===== src/rtl/sg_pkg.sv =====
package sg_pkg;

  typedef enum logic [1:0] {
    OP_READ  = 2'b00,
    OP_PROG  = 2'b01,
    OP_ERASE = 2'b10,
    OP_CLEAR = 2'b11
  } op_e;

  // bit 1: read lock, bit 0: write lock, 1 = locked
  typedef struct packed {
    logic rd_lock;
    logic wr_lock;
  } lock_t;

  localparam lock_t LOCK_RESET = '{rd_lock: 1'b1, wr_lock: 1'b1};

endpackage


===== src/rtl/sg_rst_sync.sv =====
module sg_rst_sync (
  input  logic clk,
  input  logic rst_n,
  output logic rst_n_sync
);

  logic [1:0] stage_q;

  always_ff @(posedge clk or negedge rst_n) begin
    if (!rst_n) stage_q <= 2'b00;
    else        stage_q <= {stage_q[0], 1'b1};
  end

  assign rst_n_sync = stage_q[1];

endmodule


===== src/rtl/sg_lock_bank.sv =====
module sg_lock_bank
  import sg_pkg::*;
#(
  parameter int NUM_SECTORS = 16,
  parameter int SECT_W      = $clog2(NUM_SECTORS)
) (
  input  logic              clk,
  input  logic              rst_n,
  input  logic              wr_en,
  input  logic [SECT_W-1:0] wr_sel,
  input  logic [1:0]        wr_data,
  input  logic [SECT_W-1:0] rd_sel,
  output lock_t             rd_lock
);

  lock_t bank_q [NUM_SECTORS];

  for (genvar g = 0; g < NUM_SECTORS; g++) begin : g_sector
    logic  hit;
    lock_t bank_d;

    always_comb begin
      hit    = wr_en && (wr_sel == SECT_W'(g));
      bank_d = bank_q[g];
      if (hit) bank_d = lock_t'(wr_data);
    end

    always_ff @(posedge clk or negedge rst_n) begin
      if (!rst_n)   bank_q[g] <= LOCK_RESET;
      else if (hit) bank_q[g] <= bank_d;
    end
  end

  always_comb begin
    rd_lock = LOCK_RESET;
    for (int i = 0; i < NUM_SECTORS; i++) begin
      if (rd_sel == SECT_W'(i)) rd_lock = bank_q[i];
    end
  end

endmodule


===== src/rtl/sg_pin_gate.sv =====
module sg_pin_gate #(
  parameter int NUM_SECTORS = 16,
  parameter int SECT_W      = $clog2(NUM_SECTORS)
) (
  input  logic [SECT_W-1:0] sector,
  input  logic              top_lock_n,
  input  logic              wp_n,
  output logic              hw_ok
);

  localparam logic [SECT_W-1:0] TOP_IDX = SECT_W'(NUM_SECTORS - 1);

  logic is_top;

  always_comb begin
    is_top = (sector == TOP_IDX);
    hw_ok  = is_top ? top_lock_n : wp_n;
  end

endmodule


===== src/rtl/sg_verdict.sv =====
module sg_verdict
  import sg_pkg::*;
(
  input  logic  clk,
  input  logic  rst_n,
  input  logic  req_valid,
  input  op_e   req_op,
  input  logic  hw_ok,
  input  lock_t lock,
  output logic  resp_valid,
  output logic  resp_grant,
  output logic  err_flag
);

  // capture stage: everything the verdict depends on, frozen at request time
  logic  cap_valid_q, cap_valid_d;
  op_e   cap_op_q,    cap_op_d;
  logic  cap_hw_q,    cap_hw_d;
  lock_t cap_lock_q,  cap_lock_d;

  logic  out_valid_q, out_valid_d;
  logic  out_grant_q, out_grant_d;
  logic  err_q,       err_d;
  logic  is_access, is_clear, allow;

  always_comb begin
    cap_valid_d = req_valid;
    cap_op_d    = req_op;
    cap_hw_d    = hw_ok;
    cap_lock_d  = lock;
  end

  always_ff @(posedge clk or negedge rst_n) begin
    if (!rst_n) begin
      cap_valid_q <= 1'b0;
      cap_op_q    <= OP_READ;
      cap_hw_q    <= 1'b0;
      cap_lock_q  <= LOCK_RESET;
    end else begin
      cap_valid_q <= cap_valid_d;
      if (req_valid) begin
        cap_op_q   <= cap_op_d;
        cap_hw_q   <= cap_hw_d;
        cap_lock_q <= cap_lock_d;
      end
    end
  end

  always_comb begin
    is_clear  = cap_valid_q && (cap_op_q == OP_CLEAR);
    is_access = cap_valid_q && (cap_op_q != OP_CLEAR);
    unique case (cap_op_q)
      OP_READ:           allow = !cap_lock_q.rd_lock;
      OP_PROG, OP_ERASE: allow = cap_hw_q && !cap_lock_q.wr_lock;
      default:           allow = 1'b0;
    endcase
    out_valid_d = is_access;
    out_grant_d = is_access && allow;
    err_d       = err_q;
    if (is_clear)                err_d = 1'b0;
    else if (is_access && !allow) err_d = 1'b1;
  end

  always_ff @(posedge clk or negedge rst_n) begin
    if (!rst_n) begin
      out_valid_q <= 1'b0;
      out_grant_q <= 1'b0;
      err_q       <= 1'b0;
    end else begin
      out_valid_q <= out_valid_d;
      out_grant_q <= out_grant_d;
      err_q       <= err_d;
    end
  end

  assign resp_valid = out_valid_q;
  assign resp_grant = out_grant_q;
  assign err_flag   = err_q;

endmodule


===== src/rtl/sector_guard.sv =====
module sector_guard
  import sg_pkg::*;
#(
  parameter  int NUM_SECTORS = 16,
  parameter  int OFFSET_W    = 16,
  localparam int SECT_W      = $clog2(NUM_SECTORS),
  localparam int ADDR_W      = SECT_W + OFFSET_W
) (
  input  logic              clk,
  input  logic              rst_n,
  input  logic              req_valid,
  input  logic [1:0]        req_op,
  input  logic [ADDR_W-1:0] req_addr,
  input  logic              top_lock_n,
  input  logic              wp_n,
  input  logic              lock_wr_en,
  input  logic [SECT_W-1:0] lock_wr_sector,
  input  logic [1:0]        lock_wr_data,
  output logic              resp_valid,
  output logic              resp_grant,
  output logic              err_flag
);

  logic              rst_n_int;
  logic [SECT_W-1:0] req_sector;
  lock_t             sector_lock;
  logic              hw_ok;

  assign req_sector = req_addr[ADDR_W-1 -: SECT_W];

  sg_rst_sync u_rst_sync (
    .clk        (clk),
    .rst_n      (rst_n),
    .rst_n_sync (rst_n_int)
  );

  sg_lock_bank #(.NUM_SECTORS(NUM_SECTORS), .SECT_W(SECT_W)) u_lock_bank (
    .clk     (clk),
    .rst_n   (rst_n_int),
    .wr_en   (lock_wr_en),
    .wr_sel  (lock_wr_sector),
    .wr_data (lock_wr_data),
    .rd_sel  (req_sector),
    .rd_lock (sector_lock)
  );

  sg_pin_gate #(.NUM_SECTORS(NUM_SECTORS), .SECT_W(SECT_W)) u_pin_gate (
    .sector     (req_sector),
    .top_lock_n (top_lock_n),
    .wp_n       (wp_n),
    .hw_ok      (hw_ok)
  );

  sg_verdict u_verdict (
    .clk        (clk),
    .rst_n      (rst_n_int),
    .req_valid  (req_valid),
    .req_op     (op_e'(req_op)),
    .hw_ok      (hw_ok),
    .lock       (sector_lock),
    .resp_valid (resp_valid),
    .resp_grant (resp_grant),
    .err_flag   (err_flag)
  );

endmodule


===== config.mk =====
export PLATFORM = sky130hd
export DESIGN_NAME = sector_guard
export DESIGN_NICKNAME = d
export VERILOG_FILES = /design/src/rtl/sg_pkg.sv /design/src/rtl/sg_rst_sync.sv /design/src/rtl/sg_lock_bank.sv /design/src/rtl/sg_pin_gate.sv /design/src/rtl/sg_verdict.sv /design/src/rtl/sector_guard.sv
export SDC_FILE = /design/constraint.sdc
export NUM_CORES = 1
export LEC_CHECK = 0
export BUFFER_PORTS_ARGS = -buffer_cell sky130_fd_sc_hd__buf_2
export CAP_MARGIN = 5
export CORE_ASPECT_RATIO = 0.7
export CORE_MARGIN = 2
export CORE_UTILIZATION = 50
export CTS_BUF_LIST = sky130_fd_sc_hd__clkbuf_8
export DETAILED_ROUTE_END_ITERATION = 10
export GPL_TIMING_DRIVEN = 0
export PLACE_DENSITY_LB_ADDON = 0.25
export SLEW_MARGIN = 10
export SYNTH_ARGS = -nofsm -noshare
export SYNTH_HDL_FRONTEND = slang
export SYNTH_SLANG_ARGS = --single-unit

===== constraint.sdc =====
create_clock -name clk -period 1.3 [get_ports clk]
set_input_delay 0 -clock clk [delete_from_list [all_inputs] [get_ports clk]]
set_output_delay 0 -clock clk [all_outputs]
set_load 0.02 [all_outputs]

### Word-level counts from Yosys, hierarchy flattened

Cells that the tools add are included.

| word-level totals | value |
|---|---|
| register bits | 43 |
| bits in latches | 0 |
| memory bits (writable) | 0 |
| ROM bits | 0 |
| bits of input ports | 34 |
| word-level logic and storage cells | 124 |
| memories kept | 0 |

| cells by class | value |
|---|---|
| $add $sub $neg | 0 |
| $mul | 0 |
| divide/modulo/power cells | 0 |
| order comparisons | 0 |
| eq/ne operators | 34 |
| shifts and indexed selects | 0 |
| muxes and demuxes | 20 |
| bitwise logic cells | 0 |
| reductions and logical operators | 29 |

Operators by type and width:

| kind | number |
|---|---|
| equality test 4 bit (second input constant) | 16 |
| equality test 4 x 3 -> 1 bit (second input constant) | 8 |
| 2-to-1 mux 2 bit | 16 |
| logical AND 1 bit | 21 |
| equality test 4 x 2 -> 1 bit (second input constant) | 4 |
| equality test 4 x 1 -> 1 bit (second input constant) | 2 |
| zero test 4 bit | 2 |
| equality test 2 bit (second input constant) | 2 |
| zero test 1 bit | 3 |
| 2-to-1 mux 1 bit | 3 |
| equality test 2 x 1 -> 1 bit (second input constant) | 1 |
| zero test 2 bit | 1 |
| != test 2 bit (second input constant) | 1 |
| one-hot mux 1 bit (2 select lines) | 1 |
| nonzero test 2 bit | 1 |
| OR reduction 2 bit | 1 |

### Depth between registers and ports, before layout

Gate-level depths: netlist (run 1).

| logic depth | value |
|---|---|
| depth in word-level cells | 17 |
| depth in mapped cells | 6 |
| mapped depth without buffers | 5 |

### Hierarchy

Synthesis (run 1) repeated with hierarchy kept, for this count alone.

| unflattened totals | value |
|---|---|
| cells, all modules | 146 |
| area, all modules | 2090.8 um2 |

By module, submodules not included:

| module | times used | cells each | area an instance (um2) |
|---|---|---|---|
| sg_lock_bank | 1 | 112 | 1625.3 |
| sg_verdict | 1 | 29 | 394.1 |
| sg_rst_sync | 1 | 3 | 53.8 |
| sg_pin_gate | 1 | 2 | 17.5 |

### Worst setup path before layout (run 1)

No wires, ideal clock.

| path | value |
|---|---|
| kind | flip-flop to flip-flop |
| start | reg u_lock_bank.bank_q[30] (netlist bit) |
| end | reg u_verdict.cap_lock_q[0] (netlist bit) |
| library setup time | 0.077 ns |
| data arrival time | 1.384 ns |
| data required time | 1.223 ns |
| setup slack | -0.162 ns |
| cell stages (with the launch flop) | 5 |
| period minus slack after synthesis | 1.462 ns |
| cell sequence | dfstp_2 -> nand2b_1 -> mux4_2 -> a211o_1 -> a31oi_1 |

| on the way | value |
|---|---|
| longest elaborated chain between the ends | 16 |

RTL lines:

| element | line | source |
|---|---|---|
| start, declared | sg_lock_bank.sv:16 | `lock_t bank_q [NUM_SECTORS];` |
| start signal, assigned by index | sg_lock_bank.sv:30 | `else if (hit) bank_q[g] <= bank_d;` |
| 2-to-1 mux 2 bit (16 in a row) | sg_lock_bank.sv:37 | `if (rd_sel == SECT_W'(i)) rd_lock = bank_q[i];` |
| end signal, assigned | sg_verdict.sv:44 | `cap_lock_q <= cap_lock_d;` |
| end, declared | sg_verdict.sv:19 | `lock_t cap_lock_q, cap_lock_d;` |

No other way between the ends.
A chain may end at the register's enable or synchronous reset.

### Worst setup path after layout (run 1)

| path | value |
|---|---|
| start | reg u_lock_bank.bank_q[24] (netlist bit) |
| end | reg u_verdict.cap_lock_q[0] (netlist bit) |

| on the way | value |
|---|---|
| longest elaborated chain between the ends | 13 |

RTL lines:

| element | line |
|---|---|
| 2-to-1 mux 2 bit (13 in a row) | sg_lock_bank.sv:37 |

No other way between the ends.

==> results.sh, run 1 <==
export IMPL_ios=37
export IMPL_grt_use_met1_pct=29.6
export IMPL_clock_sinks=43
export IMPL_setup_ws_ns=-0.236
export IMPL_rsz0062_at_grt="true"
export IMPL_grt_overflow=0
export IMPL_switching_power_mw=0.905
export IMPL_criticalPathCategory="flip-flop to flip-flop"
export IMPL_clock_power_share_pct=24.7
export IMPL_cp_arrival_ns=1.76
export IMPL_ys_async_sr_fraction_pct=100
export IMPL_final_cell_count_no_fill=280
export IMPL_tns_ns=-0.236
export IMPL_met3_usage_pct=4.60
export IMPL_reg2reg_depth=4
export IMPL_power_density_nw_per_um2=1360
export IMPL_cts_path_max_buffers=2
export IMPL_worstMarginPinSlew_ns=0.526
export IMPL_cts_root_buf="clkbuf_8"
export IMPL_peakVddDrop_v=0.000684
export IMPL_grt_pass1_vias=1564
export IMPL_internal_power_mw=2.57
export IMPL_total_leakage_power_nw=1.04
export IMPL_synth_fp_nets=226
export IMPL_period_minus_slack_ns=1.54
export IMPL_cts_setup_buffers=0
export IMPL_drv_slew=0
export IMPL_fmax_ghz=0.651
export IMPL_clk_latency_ns=0.30
export IMPL_path_cells="nor2_1, mux4_2, a211o_1, a31oi_1"
export IMPL_met2_usage_pct=31.0
export IMPL_power_frac_seq_pct=56.4
export IMPL_synth_distinct_cells=36
export IMPL_antenna_found_initial=0
export IMPL_synth_area_leaders="dfstp_2 (41%), mux2_2 (18%), dfrtp_1 (10%)"
export IMPL_dp_hpwl_microns=3410
export IMPL_grt_max_degree=31
export IMPL_core_sq_um=4280
export IMPL_gp_congestion=0.890
export IMPL_die_area_sq_um=4940
export IMPL_tritoncts="done"
export IMPL_wl_per_cell_microns=16.3
export IMPL_diodes=0
export IMPL_max_cap_violations=0
export IMPL_final_nets=260
export IMPL_h_tree_depth=2
export IMPL_path_clk_slew_ns=0.08
export IMPL_std_cell_rows=20
export IMPL_holdCritPathClass="input port to flip-flop"
export IMPL_pwr_share_comb_pct=18.9
export IMPL_gr_max_usage_layer="met2"
export IMPL_placed_cells=265
export IMPL_slew_headroom_pct=65.0
export IMPL_io_buffers=19
export IMPL_synthCells=190
export IMPL_fillers=357
export IMPL_hold_viol_final=0
export IMPL_vias=1556
export IMPL_drive_above_1_share_pct=45.8
export IMPL_skew_ns=0.00360
export IMPL_dr_pass1_iters=4
export IMPL_critPathMaxStageDelay_ns=0.55
export IMPL_violations="setup timing"
export IMPL_status="finished, violations left"
export IMPL_synth_yosys_seq_area_share_pct=51.1
export IMPL_required_ns=1.52
export IMPL_syn_area_sq_um=2190
export IMPL_crit_path_end_kind="flip-flop"
export IMPL_grt_pass1_wl_microns=7690
export IMPL_power_mw=3.47
export IMPL_routed_wl_microns=4570
export IMPL_synth_commonest_cells="mux2_2 (35), dfstp_2 (34), nor2_1 (17)"
export IMPL_synth_area_per_cell_sq_um=11.5
export IMPL_die_w_microns=83.1
export IMPL_synth_edf_count=0
export IMPL_setup_viol=1
export IMPL_avgViaCountPerCell=5.56
export IMPL_drc=0
export IMPL_grtUsageTotal_pct=20.5
export IMPL_swShare_pct=26.1
export IMPL_critPathMaxFanout=2
export IMPL_area_delta_synth_final_pct=16.3
export IMPL_die_h_microns=59.4
export IMPL_drtIter0Drc=103
export IMPL_start_util_pct=51.2
export IMPL_ys_warn_count=0
export IMPL_holdWs_ns=0.0385
export IMPL_yosysMostFrequentCell="mux2_2"
export IMPL_ant_nets=0
export IMPL_fin_crit_sh_pct=118
export IMPL_critPathSlowestCell="dfstp_2"
export IMPL_cts_buffers=5
export IMPL_synth_top_area_share_pct=40.8
export IMPL_whs_path_depth=2
export IMPL_synth_ff_type="dfstp_2"
export IMPL_yosys_register_bits=43
export IMPL_crit_path_start_kind="flip-flop"
export IMPL_synth_top_area_cell="dfstp_2"
[registers in the layout, summed over array words and instances, names as in the netlist]
signal                 count
u_verdict.cap_lock_q       2
u_verdict.resp_valid       1
u_verdict.resp_grant       1
u_verdict.cap_valid_q      1
u_verdict.cap_op_q         2
u_verdict.err_flag         1
u_lock_bank.bank_q        32
u_verdict.cap_hw_q         1
u_rst_sync.stage_q         2
[worst max-delay path: cells and delay by family, from the launching register on]
family	cells	cell delay, ns
compound gates	2	0.40
flops	1	0.55
mux	1	0.46
simple gates	1	0.04
[path summary, 6_finish.rpt]
| path | slack (ns) | end | startpoint |
|---|---|---|---|
| worst max-delay path | -0.24 | u_verdict.cap_lock_q[0] | u_lock_bank.bank_q[24] |
| worst min-delay path | 0.04 | u_lock_bank.bank_q[24] | lock_wr_data[0] |
| worst max register to register | -0.24 | u_verdict.cap_lock_q[0] | u_lock_bank.bank_q[24] |
| worst min register to register | 0.36 | u_rst_sync.stage_q[1] | u_rst_sync.stage_q[0] |
| max in group asynchronous | 0.63 | u_rst_sync.stage_q[1] | rst_n |
| min in group asynchronous | 0.39 | u_lock_bank.bank_q[25] | u_rst_sync.stage_q[1] |
[logic make-up after synthesis]
group	count (synthesis)	share of synthesized area (%)
mux	42	21.8
flops	43	51.1
fa+ha+maj	2	1.14
other cells	1	0.171
compound gates	31	9.08
simple gates	53	13.2
buf+inv	18	3.54
[repair_timing]
action	CTS	global route
endpoints found under the hold margin	6	0
setup endpoints to repair	1	3
pin swaps	1	0
resized for setup	0	2
hold buffers	7	0
[final cells by class]
type | instances | area, sq um | share of cell area, %
clock buffers | 6 | 82.6 | 3.24
well taps | 55 | 68.8 | 2.70
repair buffers | 27 | 185 | 7.27
inverters | 8 | 30.0 | 1.18
clock inverters | 2 | 8.76 | 0.344
plain buffers | 10 | 47.5 | 1.87
multi-input cells | 129 | 1010 | 39.5
flip-flops and latches | 43 | 1120 | 43.9
[metrics by stage]
step           worst slack (ns)  instance area, sq um  utilization, %
2_1_floorplan            -0.161                  2190               -
3_3_place_gp             -0.314                  2350            55.0
3_5_place_dp             -0.265                  2380            55.5
4_1_cts                  -0.242                  2540            59.3
5_1_grt                  -0.310                  2550            59.6
6_report                 -0.236                  2550            59.6
[power by group through the flow]
| stage | sequential (mW) | clock [mW] | combinational (mW) |
|---|---|---|---|
| after floorplan | 1.92 | 0 | 0.455 |
| after global placement | 1.97 | 0 | 0.588 |
| after detailed placement | 1.97 | 0 | 0.632 |
| after CTS | 1.95 | 0.894 | 0.651 |
| after global routing | 1.99 | 0.956 | 0.723 |
| final | 1.96 | 0.857 | 0.656 |
[per-layer routing]
metal / share of wire [%] / up-vias
met5: 0 / -
met4: 1.3 / 0
met3: 5.0 / 6
met2: 43 / 36
met1: 50 / 771
li1: - / 743
[cell usage in the layout (no fill, tap or decap), types with 2 or more instances in the layout]
cell type	n
dfstp_2	34
nor3_1	3
or3_1	2
dlygate4sd3_1	7
nand2b_1	9
nand3b_1	3
buf_2	21
o221ai_1	2
nor3b_1	4
o21ai_0	7
nand2_1	5
dfrtp_1	8
nor2_1	17
ha_1	2
mux2_2	35
inv_1	9
mux2i_1	5
nand3_1	2
o32ai_1	3
a31oi_1	3
nor2b_1	3
clkbuf_8	6
a211oi_1	2
a21oi_1	9
clkbuf_1	7
Power figures use the tool's default switching activity.
==> inputs of run 2 (changes only) <==
CORE_UTILIZATION = 44   (was 50)
==> run 2 against run 1 <==
The flow still finishes with violations (setup timing). Cell area increased by 0.88%. Sequential power barely moved. Wire length is 2.8% higher. Total power grew 0.44%. Critical path type unchanged. Clock-buffer cell count decreased by 1. Die area up 13%. Largest power group unchanged. Critical path depth did not move. Via count decreased by 2.4%. Fmax is 1.9% lower.
==> results.sh, run 2 (same netlist as run 1, synthesis figures left out) <==
export IMPL_largest_reg_flops=32
export IMPL_die_h_microns=63.0
export IMPL_clock_sinks=43
export IMPL_grtUsageTotal_pct=18.8
export IMPL_vias=1519
export IMPL_final_cell_area_sq_um=2570
export IMPL_layout_common_cells="mux2_2 (35), dfstp_2 (34), buf_2 (21)"
export IMPL_core_sq_um=4780
export IMPL_path_cells="nor2_2, mux4_2, a211o_1, a31oi_1"
export IMPL_total_leakage_power_nw=1.03
export IMPL_cts_path_max_buffers=2
export IMPL_max_cap_violations=0
export IMPL_reg2reg_depth=4
export IMPL_critPathMaxFanout=2
export IMPL_peakVddDrop_v=0.000873
export IMPL_grt_pass1_vias=1525
export IMPL_final_nets=260
export IMPL_io_buffers=19
export IMPL_status="finished, violations left"
export IMPL_setup_viol=1
export IMPL_fin_crit_sh_pct=121
export IMPL_wl_per_cell_microns=16.0
export IMPL_met3_usage_pct=4.36
export IMPL_area_delta_synth_final_pct=17.4
export IMPL_avgViaCountPerCell=5.17
export IMPL_required_ns=1.52
export IMPL_skew_ns=0.00758
export IMPL_ios=37
export IMPL_rrSetupSlack_ns=-0.27
export IMPL_rsz0062_at_grt="true"
export IMPL_gp_congestion=0.792
export IMPL_whs_path_depth=3
export IMPL_fmax_ghz=0.638
export IMPL_grt_overflow=0
export IMPL_path_clk_slew_ns=0.09
export IMPL_cts_buffers=5
export IMPL_worst_path_buf_inv=0
export IMPL_power_density_nw_per_um2=1360
export IMPL_dp_hpwl_microns=3490
export IMPL_crit_end="u_verdict.cap_lock_q[0]"
export IMPL_top_register="u_lock_bank.bank_q"
export IMPL_grt_use_met1_pct=30.7
export IMPL_violations="setup timing"
export IMPL_drtIter0Drc=82
export IMPL_start_util_pct=45.8
export IMPL_critPathMaxStageDelay_ns=0.57
export IMPL_drv_slew=0
export IMPL_die_area_sq_um=5570
export IMPL_path_delay_family="flip-flops"
export IMPL_critPathSlowestCell="dfstp_2"
export IMPL_tritoncts="done"
export IMPL_clk_latency_ns=0.29
export IMPL_hold_viol_final=0
export IMPL_holdCritPathClass="input port to flip-flop"
export IMPL_antenna_found_initial=0
export IMPL_placed_area_sq_um=2390
export IMPL_reg2reg_from="u_lock_bank.bank_q[24]"
export IMPL_cp_arrival_ns=1.78
export IMPL_r2r_end="u_verdict.cap_lock_q[0]"
export IMPL_gr_max_usage_layer="met1"
export IMPL_h_tree_depth=2
export IMPL_drc=0
export IMPL_crit_path_end_kind="flip-flop"
export IMPL_die_w_microns=88.3
export IMPL_critPathLaunch="u_lock_bank.bank_q[24]"
export IMPL_drive_above_1_share_pct=47.6
export IMPL_grt_pass1_wl_microns=7950
export IMPL_ant_nets=0
export IMPL_criticalPathCategory="flip-flop to flip-flop"
export IMPL_setup_ws_ns=-0.267
export IMPL_grt_max_degree=29
export IMPL_path_depth=4
export IMPL_routed_wl_microns=4700
export IMPL_period_minus_slack_ns=1.57
export IMPL_met2_usage_pct=25.0
export IMPL_power_mw=3.49
export IMPL_diodes=0
export IMPL_cts_root_buf="clkbuf_8"
export IMPL_final_common_cell="mux2_2"
export IMPL_crit_path_start_kind="flip-flop"
export IMPL_std_cell_rows=21
export IMPL_dr_pass1_iters=4
==> run 2: cell count changes in the layout (fill, tap and decap cells not counted), sizes merged <==
cell and delta:
buf +1, dlygate4sd3 -1, clkbuf -1, clkinvlp +2, clkinv -1
==> run 2: power by group <==
group | switching, mW | internal [mW]
Sequential | 0.175 | 1.78
Clock | 0.487 | 0.384
Combinational | 0.295 | 0.364
Total | 0.957 | 2.53
==> run 2: area by class of cell <==
| cell class | count | area (sq um) |
|---|---|---|
| inverters | 8 | 30.0 |
| well taps | 69 | 86.3 |
| fillers | 428 | 2210 |
| plain buffers | 10 | 47.5 |
| flip-flops and latches | 43 | 1120 |
| multi-input cells | 129 | 1010 |
| clock inverters | 3 | 23.8 |
| repair buffers | 27 | 183 |
| clock buffers | 5 | 68.8 |
==> run 2: worst min path at each step <==
stage,startpoint,slack (ns),to
after detailed placement,rst_n,-0.21,u_rst_sync.stage_q[0]
after global routing,lock_wr_data[1],0.04,u_lock_bank.bank_q[1]
final,top_lock_n,0.008,u_verdict.cap_hw_q
after floorplan,rst_n,-0.30,u_rst_sync.stage_q[0]
after global placement,rst_n,-0.21,u_rst_sync.stage_q[1]
after CTS,top_lock_n,0.003,u_verdict.cap_hw_q
==> run 2: worst reg2reg max path: stages, from the launching register on <==
cell and delay [ns]:
dfstp_2 0.57, nor2_2 0.03, mux4_2 0.47, a211o_1 0.28
a31oi_1 0.14
==> run 2: what timing repair did <==
item | in CTS | in global routing
setup endpoints to repair | 1 | 2
gates resized for setup | 0 | 4
buffers inserted | 0 | 1
hold endpoints to repair | 6 | 0
hold buffers | 6 | 0
pin swaps | 1 | 2
==> run 2: per-layer routing <==
metal  vias up  part of all wire (%)
met5         -                     0
met2        27                    42
met4         0                  0.43
met3         2                   4.9
li1        745                     -
met1       745                    53
==> run 2: through the flow <==
stage               setup TNS, ns  std cells  hold slack [ns]  setup WS (ns)  util, %
floorplan                  -0.161        190           -0.296         -0.161        -
global placement            -6.29        278           -0.214         -0.423     49.6
detailed placement         -0.290        279           -0.209         -0.290     50.1
CTS                        -0.270        293          0.00320         -0.270     53.2
global route               -0.358        294           0.0369         -0.347     53.8
finish                     -0.267        294          0.00769         -0.267     53.8
